--- src/rtl/llsc_pkg.sv ---
package llsc_pkg;
  typedef enum logic [1:0] {
    OP_LOAD  = 2'd0,
    OP_STORE = 2'd1,
    OP_LL    = 2'd2,
    OP_SC    = 2'd3
  } llsc_op_e;
endpackage

--- src/rtl/llsc_resv.sv ---
module llsc_resv #(
  parameter int ADDR_W = 32,
  parameter int OFS_W  = 2
) (
  input  logic              clk_i,
  input  logic              rst_ni,
  input  logic              core_ld_link_i,
  input  logic              core_st_cond_i,
  input  logic              core_st_plain_i,
  input  logic [ADDR_W-1:0] core_addr_i,
  input  logic              ext_wr_valid_i,
  input  logic [ADDR_W-1:0] ext_wr_addr_i,
  output logic              sc_pass_o
);
  localparam int WA_W = ADDR_W - OFS_W;

  logic            armed_q, armed_d;
  logic [WA_W-1:0] word_q, word_d;
  logic [WA_W-1:0] core_word, ext_word;
  logic            link_live, ext_hits_core, ext_hits_resv;

  assign core_word     = WA_W'(core_addr_i >> OFS_W);
  assign ext_word      = WA_W'(ext_wr_addr_i >> OFS_W);
  assign link_live     = armed_q && (word_q == core_word);
  assign ext_hits_core = ext_wr_valid_i && (ext_word == core_word);
  assign ext_hits_resv = ext_wr_valid_i && (ext_word == word_q);

  // external write to the same word in the same cycle wins
  assign sc_pass_o = core_st_cond_i && link_live && !ext_hits_core;

  always_comb begin
    armed_d = armed_q;
    word_d  = word_q;
    if (ext_hits_resv) armed_d = 1'b0;
    if (core_st_plain_i && link_live) armed_d = 1'b0;
    if (core_st_cond_i) armed_d = 1'b0;
    if (core_ld_link_i) begin
      armed_d = !ext_hits_core;
      word_d  = core_word;
    end
  end

  always_ff @(posedge clk_i or negedge rst_ni) begin
    if (!rst_ni) begin
      armed_q <= 1'b0;
      word_q  <= '0;
    end else begin
      armed_q <= armed_d;
      word_q  <= word_d;
    end
  end
endmodule

--- src/rtl/llsc_mem_drv.sv ---
module llsc_mem_drv #(
  parameter int ADDR_W = 32,
  parameter int DATA_W = 32
) (
  input  logic                  req_valid_i,
  input  logic                  is_store_i,
  input  logic                  sc_pass_i,
  input  logic [ADDR_W-1:0]     req_addr_i,
  input  logic [DATA_W-1:0]     req_wdata_i,
  input  logic [DATA_W/8-1:0]   req_be_i,
  output logic                  mem_req_o,
  output logic                  mem_we_o,
  output logic [ADDR_W-1:0]     mem_addr_o,
  output logic [DATA_W-1:0]     mem_wdata_o,
  output logic [DATA_W/8-1:0]   mem_be_o
);
  assign mem_req_o   = req_valid_i;
  assign mem_we_o    = req_valid_i && (is_store_i || sc_pass_i);
  assign mem_addr_o  = req_addr_i;
  assign mem_wdata_o = req_wdata_i;
  assign mem_be_o    = req_be_i;
endmodule

--- src/rtl/llsc_rsp.sv ---
module llsc_rsp
  import llsc_pkg::*;
#(
  parameter int DATA_W = 32
) (
  input  logic              clk_i,
  input  logic              rst_ni,
  input  logic              req_valid_i,
  input  llsc_op_e          req_op_i,
  input  logic              sc_pass_i,
  input  logic [DATA_W-1:0] mem_rdata_i,
  output logic              rsp_valid_o,
  output logic [DATA_W-1:0] rsp_data_o
);
  logic     valid_q, ok_q;
  llsc_op_e op_q;

  always_ff @(posedge clk_i or negedge rst_ni) begin
    if (!rst_ni) begin
      valid_q <= 1'b0;
      op_q    <= OP_LOAD;
      ok_q    <= 1'b0;
    end else begin
      valid_q <= req_valid_i;
      op_q    <= req_op_i;
      ok_q    <= sc_pass_i;
    end
  end

  always_comb begin
    unique case (op_q)
      OP_SC:    rsp_data_o = {{(DATA_W-1){1'b0}}, ok_q};
      OP_STORE: rsp_data_o = '0;
      default:  rsp_data_o = mem_rdata_i;
    endcase
  end

  assign rsp_valid_o = valid_q;
endmodule

--- src/rtl/llsc_monitor.sv ---
module llsc_monitor
  import llsc_pkg::*;
#(
  parameter int ADDR_W = 32,
  parameter int DATA_W = 32
) (
  input  logic                clk_i,
  input  logic                rst_ni,
  input  logic                req_valid_i,
  input  logic [1:0]          req_op_i,
  input  logic [ADDR_W-1:0]   req_addr_i,
  input  logic [DATA_W-1:0]   req_wdata_i,
  input  logic [DATA_W/8-1:0] req_be_i,
  output logic                rsp_valid_o,
  output logic [DATA_W-1:0]   rsp_data_o,
  input  logic                ext_wr_valid_i,
  input  logic [ADDR_W-1:0]   ext_wr_addr_i,
  output logic                mem_req_o,
  output logic                mem_we_o,
  output logic [ADDR_W-1:0]   mem_addr_o,
  output logic [DATA_W-1:0]   mem_wdata_o,
  output logic [DATA_W/8-1:0] mem_be_o,
  input  logic [DATA_W-1:0]   mem_rdata_i
);
  localparam int BYTES = DATA_W / 8;
  localparam int OFS_W = (BYTES > 1) ? $clog2(BYTES) : 1;

  llsc_op_e op;
  logic     is_ll, is_sc, is_st, sc_pass;

  assign op    = llsc_op_e'(req_op_i);
  assign is_ll = req_valid_i && (op == OP_LL);
  assign is_sc = req_valid_i && (op == OP_SC);
  assign is_st = req_valid_i && (op == OP_STORE);

  llsc_resv #(.ADDR_W(ADDR_W), .OFS_W(OFS_W)) i_resv (
    .clk_i          (clk_i),
    .rst_ni         (rst_ni),
    .core_ld_link_i (is_ll),
    .core_st_cond_i (is_sc),
    .core_st_plain_i(is_st),
    .core_addr_i    (req_addr_i),
    .ext_wr_valid_i (ext_wr_valid_i),
    .ext_wr_addr_i  (ext_wr_addr_i),
    .sc_pass_o      (sc_pass)
  );

  llsc_mem_drv #(.ADDR_W(ADDR_W), .DATA_W(DATA_W)) i_mem_drv (
    .req_valid_i(req_valid_i),
    .is_store_i (is_st),
    .sc_pass_i  (sc_pass),
    .req_addr_i (req_addr_i),
    .req_wdata_i(req_wdata_i),
    .req_be_i   (req_be_i),
    .mem_req_o  (mem_req_o),
    .mem_we_o   (mem_we_o),
    .mem_addr_o (mem_addr_o),
    .mem_wdata_o(mem_wdata_o),
    .mem_be_o   (mem_be_o)
  );

  llsc_rsp #(.DATA_W(DATA_W)) i_rsp (
    .clk_i      (clk_i),
    .rst_ni     (rst_ni),
    .req_valid_i(req_valid_i),
    .req_op_i   (op),
    .sc_pass_i  (sc_pass),
    .mem_rdata_i(mem_rdata_i),
    .rsp_valid_o(rsp_valid_o),
    .rsp_data_o (rsp_data_o)
  );
endmodule

--- config.mk ---
export PLATFORM = sky130hd
export DESIGN_NAME = llsc_monitor
export DESIGN_NICKNAME = d
export VERILOG_FILES = /design/src/rtl/llsc_pkg.sv /design/src/rtl/llsc_resv.sv /design/src/rtl/llsc_mem_drv.sv /design/src/rtl/llsc_rsp.sv /design/src/rtl/llsc_monitor.sv
export SDC_FILE = /design/constraint.sdc
export NUM_CORES = 1
export LEC_CHECK = 0
export BUFFER_PORTS_ARGS = -buffer_cell sky130_fd_sc_hd__buf_2
export CAP_MARGIN = 20
export CORE_AREA = 3 3 94 96
export CTS_CLUSTER_DIAMETER = 120
export DETAILED_ROUTE_END_ITERATION = 7
export DIE_AREA = 0 0 97 99
export GPL_ROUTABILITY_DRIVEN = 0
export PLACE_DENSITY = 0.76
export SYNTH_ARGS = -nofsm -noshare
export SYNTH_HDL_FRONTEND = slang
export SYNTH_HIERARCHICAL = 1
export SYNTH_SLANG_ARGS = --single-unit
export TNS_END_PERCENT = 20
--- constraint.sdc ---
create_clock -name clk_i -period 2.9 [get_ports clk_i]
set_clock_uncertainty 0.1 [all_clocks]
set_input_delay 0.29 -clock clk_i [delete_from_list [all_inputs] [get_ports clk_i]]
set_output_delay 0.29 -clock clk_i [all_outputs]
set_load 0.005 [all_outputs]
## Yosys cells after proc, flatten, opt, wreduce, memory -nomap -nowiden

Index checks and enable logic that the tools add are counted.

| storage, ports and cells | value |
|---|---|
| latch bits | 0 |
| input bits | 138 |
| memories | 0 |
| register bits | 35 |
| bits in read-only memories | 0 |
| bits in writable memories | 0 |

| cells by class | value |
|---|---|
| div/mod/pow operators | 0 |
| $lt $le $gt $ge | 0 |
| equal/unequal tests | 8 |
| reductions and logical operators | 13 |
| add/subtract/negate cells | 0 |
| mux-type cells | 5 |
| bitwise logic cells | 0 |
| $mul | 0 |
| shifts and indexed selects | 0 |

Operators with widths:

| cell | count |
|---|---|
| $eq A30 B30 Y1 | 3 |
| $pmux W32 S2 | 1 |
| $logic_and A1 B1 Y1 | 10 |
| $eq A2 B2 Y1 const B | 3 |
| $eq A2 B1 Y1 const B | 2 |
| $mux W1 | 4 |
| $reduce_bool A4 Y1 | 1 |
| $logic_not A1 Y1 | 1 |
| $logic_or A1 B1 Y1 | 1 |

## Depth between registers and ports, before layout

| logic depth | value |
|---|---|
| word-level depth | 6 |
| depth in mapped cells | 6 |
| depth with buffers taken out | 6 |

## Cells and area by module

Netlist, hierarchy kept.

By module, submodules not included:

| module | times used | cells an instance | area an instance (um^2) |
|---|---|---|---|
| llsc_resv | 1 | 190 | 2150.8 |
| llsc_mem_drv | 1 | 70 | 525.5 |
| llsc_rsp | 1 | 41 | 327.8 |
| llsc_monitor | 1 | 3 | 25.0 |

## Least setup slack after synthesis

No wires, ideal clock.

| path | value |
|---|---|
| path type | register to output |
| start point | reg i_resv.word_q[22] |
| end point | out mem_we_o |
| buffers on the path | 0 |
| data arrival time | 1.315 ns |
| stages on the path, launching flop included | 6 |
| setup slack | 1.195 ns |
| path through | dfrtp_1 xnor2_1 nand4_1 nor4_2 and4_2 o21a_1 |

| on the way | value |
|---|---|
| longest elaborated chain between the ends | 6 |

RTL lines:

| what | line | text |
|---|---|---|
| from (decl) | llsc_resv.sv:18 | `logic [WA_W-1:0] word_q, word_d;` |
| from (signal assigned) | llsc_resv.sv:49 | `word_q <= word_d;` |
| $eq A30 B30 Y1 | llsc_resv.sv:24 | `assign link_live = armed_q && (word_q == core_word);` |
| $logic_and A1 B1 Y1 | llsc_resv.sv:24 |  |
| $logic_and A1 B1 Y1 (2 in series) | llsc_resv.sv:29 | `assign sc_pass_o = core_st_cond_i && link_live && !ext_hits_core;` |
| via sc_pass | llsc_monitor.sv:29 | `logic is_ll, is_sc, is_st, sc_pass;` |
| $logic_or A1 B1 Y1 | llsc_mem_drv.sv:18 | `assign mem_we_o = req_valid_i && (is_store_i \|\| sc_pass_i);` |
| $logic_and A1 B1 Y1 | llsc_mem_drv.sv:18 |  |
| to (decl) | llsc_monitor.sv:19 | `output logic mem_we_o,` |

The timed path passes the listed nets, and every way through them passes these cells.

## Worst setup path after layout

| path | value |
|---|---|
| start point | reg i_resv.word_q[18] |
| end point | out mem_we_o |

Same word-level chain as after synthesis.

==> impl_metrics.csv <==
group,metric,value,unit
sta,final.setup.tns,0,ns
logic_synthesis,ys_warn_count,6,
route,drc,0,
worst_setup_path,path_buf_inv,1,
sta,finalSetupViolCount,0,
logic_synthesis,synth_cells,304,
route,vias_per_cell,4.875,
clock_network,postCtsSetupRepairBufs,0,
route,totalWireLength,10.46,mm
clock_network,cts_resized,0,
floorplan,core,8134,µm²
logic_synthesis,yosys-top-cells-area,"dfrtp_1 (29%), xnor2_1 (23%), buf_4 (17%)",
logic_synthesis,synth.top_cells.by_count,"xnor2_1 (79), buf_4 (70), dfrtp_1 (35)",
global_route,overflow,0,
worst_setup_path,crit_family,"simple AND/OR/NAND/NOR gates",
run,drv_cap,0,
worst_setup_path,crit_path_end_kind,"output port",
sta,worst_pin_slew,0.9164,ns
place,port-buffer-count,162,
cells_and_area,fin_cells,506,
cells_and_area,fillers,815,
logic_synthesis,syn_avg_cell_area,9.964,µm²
place,place_hpwl,9.048,mm
global_route,grtUsageTotal,20.80,%
worst_setup_path,crit_path_top_delay_cell,"dfrtp_1",
cells_and_area,areaGrowthSynthToFinish,15.94,%
worst_setup_path,path_class,"reg2out",
place,preCtsSetupSlack,0.7025,ns
sta,period_share,82.80,%
route,dr.first_iter.drc_count,98,
route,first_pass_iters,4,
sta,hold_viol,0,
clock_network,clockRootBuffer,"clkbuf_8",
logic_synthesis,seq_area_frac_synth,28.91,%
place,dp.cells,497,
worst_setup_path,cp_cell_sequence,"xnor2_1 > nand4_1 > nor4_2 > and4_2 > o21a_1 > buf_2",
logic_synthesis,synth_top_area_share,28.91,%
sta,drv_slew,0,
global_route,grt_start_max_net_pins,36,
route,ant_nets,0,
clock_network,postCtsHoldBufs,0,
floorplan,die_x,97,µm
logic_synthesis,synth_enable_flop_cells,0,
floorplan,initial_core_util,37.24,%
clock_network,clkLatencyLatePin,0.29,ns
sta,period_needed,2.401,ns
status,status,"complete, no violations",
power_and_ir_drop,peakVddDrop,0.1882,mV
floorplan,io_pins,241,
clock_network,cts.sinks,35,
logic_synthesis,yosys.area.top_type,"dfrtp_1",
sta,rsz0062_at_grt,"false",
route,avgRoutedWirePerCell,20.68,µm
logic_synthesis,synth.distinct_cells,22,
cells_and_area,drive_above_1_share,50.75,%
clock_network,cts_max_level,2,
clock_network,clk_path_buf_depth,2,
clock_network,clk_pin_slew,0.07,ns
power_and_ir_drop,p_per_area,445.9,nW/µm²
logic_synthesis,yosysMostFrequentCell,"xnor2_1",
global_route,antenna_found_initial,2,
logic_synthesis,syn-num-nets,442,
worst_setup_path,path_max_fanout,3,
logic_synthesis,synthFlopType,"dfrtp_1",
worst_setup_path,start_kind,"register",
floorplan,rows,33,
floorplan,die_h,99,µm
hold_path,hp-class,"in2async",
sta,clock.fmax,416.4,MHz
cells_and_area,nNetsFinal,537,
worst_setup_path,max_stage_delay,0.41,ns
clock_network,cts_tree,"yes",
sta,fin_ws,0.4987,ns
floorplan,die-area,9603,µm²
worst_setup_path,cp.required,2.51,ns
global_route,grt_pass1_wl,15.00,mm
worst_setup_path,arrival,2.01,ns
logic_synthesis,synthArstFlopShare,100.0,%
power_and_ir_drop,power.leakage,1.580,nW
route,num_vias,2467,
logic_synthesis,syn_area,3029,µm²
logic_synthesis,ys_seq_elements,35,
global_route,first_global_vias,2497,
clock_network,cts_buffers,5,
sta,slew_headroom,38.91,%
-- layout by cell type (no fill, tap or decap) --
master,instances
nor2_1,1
mux2_2,30
diode_2,1
nor2b_1,29
nand2_1,1
o21a_1,1
dfrtp_1,35
nand3_1,4
buf_4,1
and2b_1,2
nand4_1,20
nor4_2,2
and4_2,1
clkinv_2,1
a22o_1,1
buf_2,162
xnor2_1,79
and3_2,1
clkbuf_1,2
xor2_1,11
and3b_1,2
a21oi_1,1
inv_1,1
nor4_1,6
clkbuf_8,5
o21ai_1,1
-- path summary, 6_finish.rpt --
path | startpoint | to | slack [ns] | cells past startpoint
min in group clk_i | req_op_i[0] | i_rsp/op_q[0] | 0.03 | 1
worst max register to register | i_resv/word_q[17] | i_resv/armed_q | 1.07 | 5
worst min-delay path | rst_ni | i_resv/word_q[22] | 0.003 | 1
max in group asynchronous | rst_ni | i_resv/word_q[1] | 2.16 | 1
worst min register to register | i_resv/word_q[28] | i_resv/word_q[28] | 0.48 | 1
worst max-delay path | i_resv/word_q[18] | mem_we_o | 0.50 | 6
-- worst reg2reg max path: stages (launching register included) --
cell and delay, ns:
dfrtp_1 0.41, xnor2_1 0.34, nand4_1 0.17, nor4_1 0.38, a21oi_1 0.13, a22o_1 0.19
-- registers in the layout, indices dropped and copies added (netlist names) --
register	flops
i_resv/word_q	30
i_rsp/op_q	2
i_resv/armed_q	1
i_rsp/ok_q	1
i_rsp/rsp_valid_o	1
-- area by class of cell --
cell class,instances,area [µm²],share of cell area (%)
clock inverters,1,5.005,0.1425
repair buffers,163,818.3,23.30
clock buffers,7,76.32,2.173
well taps,105,131.4,3.741
multi-input cells,193,1599,45.53
inverters,1,3.754,0.1069
flip-flops and latches,35,875.8,24.94
diodes,1,2.502,0.07125
-- metal layers --
metal / global-route usage, % / vias to the layer above / wire, µm
li1: - / 1135 / -
met1: 21.16 / 1160 / 3525
met2: 37.58 / 151 / 5494
met3: 10.26 / 19 / 1260
met4: 5.616 / 2 / 172
met5: 3.077 / - / 13
-- power breakdown --
part / total [W] / internal [W] / switching [W]
Sequential: 0.000666 / 0.000572 / 0.0000942
Clock: 0.000348 / 0.000169 / 0.000179
Combinational: 0.000552 / 0.000314 / 0.000238
-- cell families after synthesis --
| logic type | after synthesis | share of synthesized area, % |
|---|---|---|
| flip-flops | 35 | 28.91 |
| AND/OR/NAND/NOR | 69 | 14.75 |
| AO/OA/AOI/OAI | 4 | 0.8672 |
| buffers and inverters | 76 | 18.30 |
| multiplexers | 30 | 11.15 |
| XOR/XNOR | 90 | 26.02 |
-- stage by stage --
stage | hold WS (ns) | area, µm² | utilization, % | power, W
after floorplan | -0.1056 | 3029 | - | 0.001062
after detailed placement | 0.3359 | 3428 | 42.15 | 0.001228
after global placement | 0.3301 | 3428 | 42.15 | 0.001214
after global routing | 0.03377 | 3512 | 43.18 | 0.001657
after CTS | 0.01927 | 3510 | 43.15 | 0.001581
final | 0.002981 | 3512 | 43.18 | 0.001566
No activity file was read; power rests on OpenSTA's default activity.
